### src/rtl/usbirq_pkg.sv
package usbirq_pkg;

  localparam int STAT_W   = 8;
  localparam int CAUSE_W  = 5;
  localparam int NOTE_W   = 5;
  localparam int VEC_W    = 4;
  localparam int DMA_BIT  = 6;
  localparam int ERR_BIT  = 5;
  localparam int RSV_BIT  = 7;

  localparam logic [STAT_W-1:0] RSV_MASK = STAT_W'(1) << RSV_BIT;

  typedef enum logic {
    SEL_STATUS = 1'b0,
    SEL_VECTOR = 1'b1
  } reg_sel_e;

  // Code for the highest set bit: index plus one, zero when empty.
  function automatic logic [VEC_W-1:0] top_pending_code(input logic [STAT_W-1:0] s);
    logic [VEC_W-1:0] code;
    logic found;
    code  = '0;
    found = 1'b0;
    for (int i = STAT_W - 1; i >= 0; i--) begin
      if (!found && s[i]) begin
        code  = VEC_W'(i + 1);
        found = 1'b1;
      end
    end
    return code;
  endfunction

  // New status value: set pulses win over clearing writes.
  function automatic logic [STAT_W-1:0] next_status(
    input logic [STAT_W-1:0] cur,
    input logic [STAT_W-1:0] set,
    input logic              wr,
    input logic [STAT_W-1:0] keep
  );
    logic [STAT_W-1:0] kept;
    kept = wr ? (cur & keep) : cur;
    return (set | kept) & ~RSV_MASK;
  endfunction

endpackage

### src/rtl/usbirq_err_merge.sv
module usbirq_err_merge #(
  parameter int N = 5
) (
  input  logic [N-1:0] cause_i,
  output logic         err_o
);
  logic [N:0] chain;

  assign chain[0] = 1'b0;
  for (genvar g = 0; g < N; g++) begin : g_or
    assign chain[g+1] = chain[g] | cause_i[g];
  end
  assign err_o = chain[N];
endmodule

### src/rtl/usbirq_status_reg.sv
module usbirq_status_reg
  import usbirq_pkg::*;
(
  input  logic              clk,
  input  logic              rst_n,
  input  logic [STAT_W-1:0] set_i,
  input  logic              wr_i,
  input  logic [STAT_W-1:0] keep_i,
  output logic [STAT_W-1:0] status_o
);
  logic [STAT_W-1:0] status_q;
  logic [STAT_W-1:0] status_d;

  assign status_d = next_status(status_q, set_i, wr_i, keep_i);

  always_ff @(posedge clk) begin
    if (!rst_n) status_q <= '0;
    else        status_q <= status_d;
  end

  assign status_o = status_q;


  set_wins_chk: assert property (@(posedge clk) disable iff (!rst_n)
    ((set_i & ~RSV_MASK) != '0) |=> ((status_q & $past(set_i & ~RSV_MASK)) == $past(set_i & ~RSV_MASK)));


  wr_clear_chk: assert property (@(posedge clk) disable iff (!rst_n)
    (wr_i && set_i == '0) |=> (status_q == ($past(status_q) & $past(keep_i) & ~RSV_MASK)));


  no_wr_hold_chk: assert property (@(posedge clk) disable iff (!rst_n)
    (!wr_i && set_i == '0) |=> $stable(status_q));
endmodule

### src/rtl/usbirq_vector_unit.sv
module usbirq_vector_unit
  import usbirq_pkg::*;
(
  input  logic              clk,
  input  logic              rst_n,
  input  logic [STAT_W-1:0] status_i,
  input  logic              flag_wr_i,
  input  logic              flag_wdata_i,
  output logic              irq_o,
  output logic [VEC_W-1:0]  vec_o,
  output logic              flag_o
);
  logic             any_pend;
  logic [VEC_W-1:0] vec_q;
  logic             flag_q;

  assign any_pend = |status_i;

  always_ff @(posedge clk) begin
    if (!rst_n) begin
      vec_q  <= '0;
      flag_q <= 1'b0;
    end else begin
      if (any_pend) begin
        vec_q  <= top_pending_code(status_i);
        flag_q <= 1'b0;
      end else if (flag_wr_i) begin
        flag_q <= flag_wdata_i;
      end
    end
  end

  assign irq_o  = any_pend;
  assign vec_o  = vec_q;
  assign flag_o = flag_q;


  vec_load_chk: assert property (@(posedge clk) disable iff (!rst_n)
    any_pend |=> (vec_q != '0));


  vec_hold_chk: assert property (@(posedge clk) disable iff (!rst_n)
    !any_pend |=> $stable(vec_q));


  flag_clr_chk: assert property (@(posedge clk) disable iff (!rst_n)
    any_pend |=> !flag_q);
endmodule

### src/rtl/usb_irq_status.sv
module usb_irq_status
  import usbirq_pkg::*;
(
  input  logic               clk,
  input  logic               rst_n,
  input  logic               dma_ovr_i,
  input  logic [CAUSE_W-1:0] err_cause_i,
  input  logic [NOTE_W-1:0]  note_ev_i,
  input  logic               cpu_wr,
  input  logic               cpu_addr,
  input  logic [STAT_W-1:0]  cpu_wdata,
  output logic [STAT_W-1:0]  cpu_rdata,
  output logic               irq_o,
  output logic [VEC_W-1:0]   vec_o,
  output logic               ctl_flag_o
);
  logic              err_any;
  logic [STAT_W-1:0] set_vec;
  logic [STAT_W-1:0] status;
  logic              stat_wr;
  logic              vec_wr;
  reg_sel_e          sel;

  assign sel     = reg_sel_e'(cpu_addr);
  assign stat_wr = cpu_wr && (sel == SEL_STATUS);
  assign vec_wr  = cpu_wr && (sel == SEL_VECTOR);

  usbirq_err_merge #(.N(CAUSE_W)) u_err (
    .cause_i (err_cause_i),
    .err_o   (err_any)
  );

  always_comb begin
    set_vec                        = '0;
    set_vec[DMA_BIT]               = dma_ovr_i;
    set_vec[ERR_BIT]               = err_any;
    set_vec[NOTE_W-1:0]            = note_ev_i;
  end

  usbirq_status_reg u_stat (
    .clk      (clk),
    .rst_n    (rst_n),
    .set_i    (set_vec),
    .wr_i     (stat_wr),
    .keep_i   (cpu_wdata),
    .status_o (status)
  );

  usbirq_vector_unit u_vec (
    .clk          (clk),
    .rst_n        (rst_n),
    .status_i     (status),
    .flag_wr_i    (vec_wr),
    .flag_wdata_i (cpu_wdata[0]),
    .irq_o        (irq_o),
    .vec_o        (vec_o),
    .flag_o       (ctl_flag_o)
  );

  always_comb begin
    if (sel == SEL_STATUS) cpu_rdata = status;
    else                   cpu_rdata = {3'b000, vec_o, ctl_flag_o};
  end


  rsv_zero_chk: assert property (@(posedge clk) disable iff (!rst_n)
    (sel == SEL_STATUS) |-> !cpu_rdata[RSV_BIT]);


  err_set_chk: assert property (@(posedge clk) disable iff (!rst_n)
    (err_cause_i != '0) |=> status[ERR_BIT]);


  dma_set_chk: assert property (@(posedge clk) disable iff (!rst_n)
    dma_ovr_i |=> status[DMA_BIT]);


  irq_any_chk: assert property (@(posedge clk) disable iff (!rst_n)
    irq_o |-> (status != '0));
endmodule

### config.mk
export PLATFORM = sky130hd
export DESIGN_NAME = usb_irq_status
export DESIGN_NICKNAME = d
export VERILOG_FILES = /design/src/rtl/usbirq_pkg.sv /design/src/rtl/usbirq_err_merge.sv /design/src/rtl/usbirq_status_reg.sv /design/src/rtl/usbirq_vector_unit.sv /design/src/rtl/usb_irq_status.sv
export SDC_FILE = /design/constraint.sdc
export NUM_CORES = 1
export LEC_CHECK = 0
export BUFFER_PORTS_ARGS = -buffer_cell sky130_fd_sc_hd__buf_4
export CAP_MARGIN = 25
export CORE_MARGIN = 2
export CORE_UTILIZATION = 38
export CTS_CLUSTER_DIAMETER = 40
export DETAILED_ROUTE_END_ITERATION = 16
export GPL_ROUTABILITY_DRIVEN = 0
export PLACE_DENSITY_LB_ADDON = 0.12
export SYNTH_ARGS = -nofsm -noshare
export SYNTH_HDL_FRONTEND = slang
export SYNTH_SLANG_ARGS = --single-unit
### constraint.sdc
create_clock -name clk -period 1.6 [get_ports clk]
set_clock_uncertainty 0.1 [all_clocks]
set_input_delay 0.24 -clock clk [delete_from_list [all_inputs] [get_ports clk]]
set_output_delay 0.24 -clock clk [all_outputs]
set_load 0.01 [all_outputs]
Word level (Yosys, flattened, before mapping)
Index checks and enable logic that the tools add are counted.
- flip-flop bits (word level): 12
- bits of input ports: 23
- muxes and demuxes: 31
- reduce and logical (&&, ||, !) cells: 18
- bitwise gates (word level): 8
- operators by type and width (kind ; count):
    4-bit 2-to-1 mux ; 8
    1-bit 2-to-1 mux ; 21
    7-bit 2-to-1 mux ; 2
    1-bit logical AND ; 9
    9-bit OR reduction ; 1
    8-bit OR reduction ; 1
    7-bit AND ; 1
    1-bit logical NOT ; 7
    7-bit OR ; 1
    1-bit OR ; 4
    1-bit NOT ; 2

Depth between registers and ports, before layout
- depth in word-level cells: 36
- depth in mapped cells: 4
- gate-level depth less buffers: 3

Modules after synthesis
A second synthesis with hierarchy kept.
- cells, all modules: 70
- area, all modules: 688.2 um^2
- modules (own cells, without submodules) (module ; sequential area each (um^2) ; area each (um^2) ; cells an instance ; times used):
    usbirq_status_reg ; 140.1 ; 292.8 ; 30 ; 1
    usbirq_vector_unit ; 100.1 ; 250.2 ; 25 ; 1
    usb_irq_status ; 0.0 ; 132.6 ; 12 ; 1
    usbirq_err_merge ; 0.0 ; 12.5 ; 3 ; 1

Least setup slack after synthesis
OpenSTA, ideal clock, no wires.
- path kind: register -> register
- from: reg u_stat.status_q[3], in the netlist u_stat.status_o[3]
- to: reg u_vec.vec_q[0], in the netlist u_vec.vec_o[0]
- cell stages (with the launch flop): 4
- clock period less this slack: 1.346 ns
- path slack: 0.254 ns
- arrival time: 1.187 ns
- library setup time: 0.059 ns
- buffers on the path: 0
- path through: dfxtp_1 -> or4_4 -> nor4_2 -> o31a_1
- cells in the longest elaborated chain, start to end: 17
- elaborated cells between the ends (all ways): 21
- those cells by class: mux (13); reduce/logical (8)
- RTL lines (what ; line ; text):
    start, declared ; usbirq_status_reg.sv:11 ; logic [STAT_W-1:0] status_q;
    start signal, assigned ; usbirq_status_reg.sv:18 ; else status_q <= status_d;
    1-bit logical AND ; usbirq_pkg.sv:25 ; if (!found && s[i]) begin
    1-bit 2-to-1 mux ; usbirq_pkg.sv:25 ;
    1-bit 2-to-1 mux ; usbirq_vector_unit.sv:24 ; if (any_pend) begin
    1-bit 2-to-1 mux ; usbirq_vector_unit.sv:20 ; if (!rst_n) begin
    1-bit logical NOT ; usbirq_pkg.sv:25 ;
    1-bit logical AND ; usbirq_pkg.sv:25 ;
    1-bit 2-to-1 mux ; usbirq_pkg.sv:25 ;
    1-bit 2-to-1 mux ; usbirq_vector_unit.sv:24 ;
    1-bit 2-to-1 mux ; usbirq_vector_unit.sv:20 ;
    1-bit logical NOT ; usbirq_pkg.sv:25 ;
    1-bit logical AND ; usbirq_pkg.sv:25 ;
    1-bit 2-to-1 mux ; usbirq_pkg.sv:25 ;
    1-bit 2-to-1 mux ; usbirq_vector_unit.sv:24 ;
    1-bit 2-to-1 mux ; usbirq_vector_unit.sv:20 ;
    1-bit logical NOT ; usbirq_pkg.sv:25 ;
    1-bit logical AND ; usbirq_pkg.sv:25 ;
    4-bit 2-to-1 mux ; usbirq_pkg.sv:25 ;
    end signal, assigned ; usbirq_vector_unit.sv:25 ; vec_q <= top_pending_code(status_i);
    end, declared ; usbirq_vector_unit.sv:14 ; logic [VEC_W-1:0] vec_q;
Several ways; a longest one is shown, not always the timed one. The select of a mux whose other input is x is not followed.
A chain may end at the register's enable or synchronous reset.

Worst setup path after layout
- from: reg u_stat.status_q[1], in the netlist u_stat.status_o[1]
- to: out irq_o
- cells in the longest elaborated chain, start to end: 1
- RTL lines (what ; line ; text):
    8-bit OR reduction ; usbirq_vector_unit.sv:17 ; assign any_pend = |status_i;
    end, declared ; usb_irq_status.sv:13 ; output logic irq_o,
Every way passes these cells.

==> results.tsv <==
metric	value	unit
first_pass_iters	3	
dieArea	0.00171	mm2
clkLatencyLatePin	0.28	ns
netlist-cell-type-count	21	
cap_violations	0	
yosysTopAreaCell	dfxtp_1	
power.total	657	uW
drtAntennaViolNets	0	
r2r_slack	0.21	ns
rsz0062_at_grt	false	
path_clk_slew	0.08	ns
worstHoldStart	rst_n	
route.detailed.drc	0	
vdd_ir_drop_max	0.000420	V
grt_usage	18.8	%
period_share	93.6	%
worstHoldPathCells	2	
dp_hpwl	1030	um
port_buffers	33	
syn_avg_cell_area	8.18	um2
ys_warn_count	0	
startpoint_type	register	
diodes	0	
netlist_area	532	um2
outcome	finished, final reports clean	
grt_max_degree	11	
finalHoldViolCount	0	
postCtsSetupBuffers	0	
syn_inst	65	
synth_area_leaders	dfxtp_1 41%, a21oi_1 8.5%, mux2_2 8.5%	
core	0.00130	mm2
cts_num_sinks	11	
reg2reg_depth	3	
antenna_found_initial	0	
rows	13	
via_per_inst	4.97	
synth_seq_cells	11	
cts_tree	built	
drt-total-wl	1370	um
hold_path.class	input port to register	
final.min_clock_period	1.50	ns
grt-ovfl-total	0	
drv_slew	0	
drive_gt1_share	43.0	%
start_util	40.9	%
area_growth	53.2	%
layout_setup_ws	0.102	ns
worstPathMaxFanout	5	
power_density	807	mW/mm2
dp_worst_setup_slack	0.205	ns
r2r_end	u_vec.vec_o[0]	
min_to	u_vec.vec_o[0]	
fp.dieH	41.4	um
setup_viol	0	
crit_required	1.26	ns
nets	124	
worstSetupPathType	register to output port	
end_kind	output port	
final_util	62.6	%
cts-root-buf	clkbuf_4	
ios	37	
fp.dieW	41.4	um
grt_pass1_vias	545	
finalSetupTns	0	ns
cts-buffers-inserted	3	
worstPathArrival	1.16	ns
fmax	668	MHz
p_leak	0.000398	uW
htreeDepth	1	
reg2reg_from	u_stat.status_o[3]	
seq_area_frac_synth	41.4	%
grt_first_pass_wirelength	2450	um
num_vias	571	
clockBufferDepth	2	
wire_per_inst	11.9	um
synth_top_area_share	41.4	%
drtIter0Drc	6	
-- through the flow --
step	instances	hold slack (ns)	instance area, um2
3_5_place_dp	111	0.374	783
6_report	115	0.0913	815
3_3_place_gp	111	0.369	783
4_1_cts	115	0.0840	810
5_1_grt	115	0.0800	815
2_1_floorplan	66	0.268	536
-- cells by family (layout without fill, tap and decap cells) --
group           count (synthesis)  in the layout  share of synthesized area, %
compound gates                 19             19                          19.3
simple gates                   18             18                          19.1
flops                          11             11                          41.4
buf+inv                        11             45                          9.18
mux                             5              5                          10.4
other cells                     1              2                         0.705
-- cells in the final DEF (no fill, tap or decap) --
| cell type | count |
|---|---|
| a31oi_1 | 1 |
| inv_1 | 7 |
| buf_4 | 33 |
| nor4_2 | 1 |
| nor2b_1 | 3 |
| mux2_2 | 4 |
| o31a_1 | 1 |
| nand2b_1 | 2 |
| o21ai_0 | 7 |
| mux2i_1 | 1 |
| clkbuf_1 | 1 |
| conb_1 | 2 |
| nor3_2 | 1 |
| clkinv_1 | 1 |
| nor2_1 | 6 |
| dfxtp_1 | 11 |
| o31ai_1 | 1 |
| a21oi_1 | 9 |
| nand3_1 | 1 |
| nor3_1 | 2 |
| clkbuf_4 | 3 |
| or4_4 | 1 |
| nand2_1 | 1 |
-- power by group --
group | switching [uW] | internal, uW | leakage [uW]
registers | 20.9 | 293 | 0.0000920
clock network | 98.4 | 96.8 | 0.0000150
logic | 60.7 | 87.4 | 0.000291
-- flip-flops by register name, indices dropped and copies added, names as in the netlist --
signal / cells
u_stat.status_o: 7
u_vec.flag_o: 1
u_vec.vec_o: 3
-- repair_timing --
action	4_1_cts	5_1_grt
endpoints found under the setup margin	0	1
gates resized for setup	0	1
hold buffers	0	0
-- synth_stat cells --
master / count
nor4_2: 1
o21ai_0: 7
clkbuf_1: 1
nand3_1: 1
mux2i_1: 1
clkinv_1: 1
inv_1: 7
a31oi_1: 1
nor3_1: 3
a21oi_1: 9
nand2b_1: 2
o31a_1: 1
o31ai_1: 1
nor2_1: 6
conb_1: 1
nor2b_1: 3
mux2_2: 4
dfxtp_1: 11
buf_4: 2
or4_4: 1
nand2_1: 1
-- worst max path at each step --
| stage | slack [ns] | from | to |
|---|---|---|---|
| final | 0.10 | u_stat.status_o[1] | irq_o |
| after global routing | 0.004 | u_stat.status_o[1] | irq_o |
| after global placement | 0.22 | u_stat.status_o[3] | u_vec.vec_o[0] |
| after CTS | 0.05 | u_stat.status_o[1] | irq_o |
| after detailed placement | 0.21 | u_stat.status_o[3] | u_vec.vec_o[0] |
| after floorplan | 0.25 | u_stat.status_o[3] | u_vec.vec_o[0] |
-- routing by layer --
layer / track usage [%] / up-vias / part of all wire, %
met1: 21.6 / 257 / 41
met5: 0 / - / 0
li1: - / 288 / -
met4: 7.74 / 0 / 2.1
met2: 30.3 / 21 / 49
met3: 8.26 / 5 / 7.5
-- worst max-delay path, cell delays in order (launching register included) --
cell and delay (ns):
dfxtp_1 0.36, nor3_2 0.22, nand3_1 0.14, buf_4 0.17
-- layout make-up --
cell class / instances / area [um2]
Tap cell: 15 / 18.8
Sequential cell: 11 / 220
Timing Repair Buffer: 33 / 248
Clock buffer: 4 / 26.3
Fill cell: 130 / 487
Inverter: 8 / 30.0
Multi-Input combinational cell: 44 / 272
(Power assumes the default switching activity.)
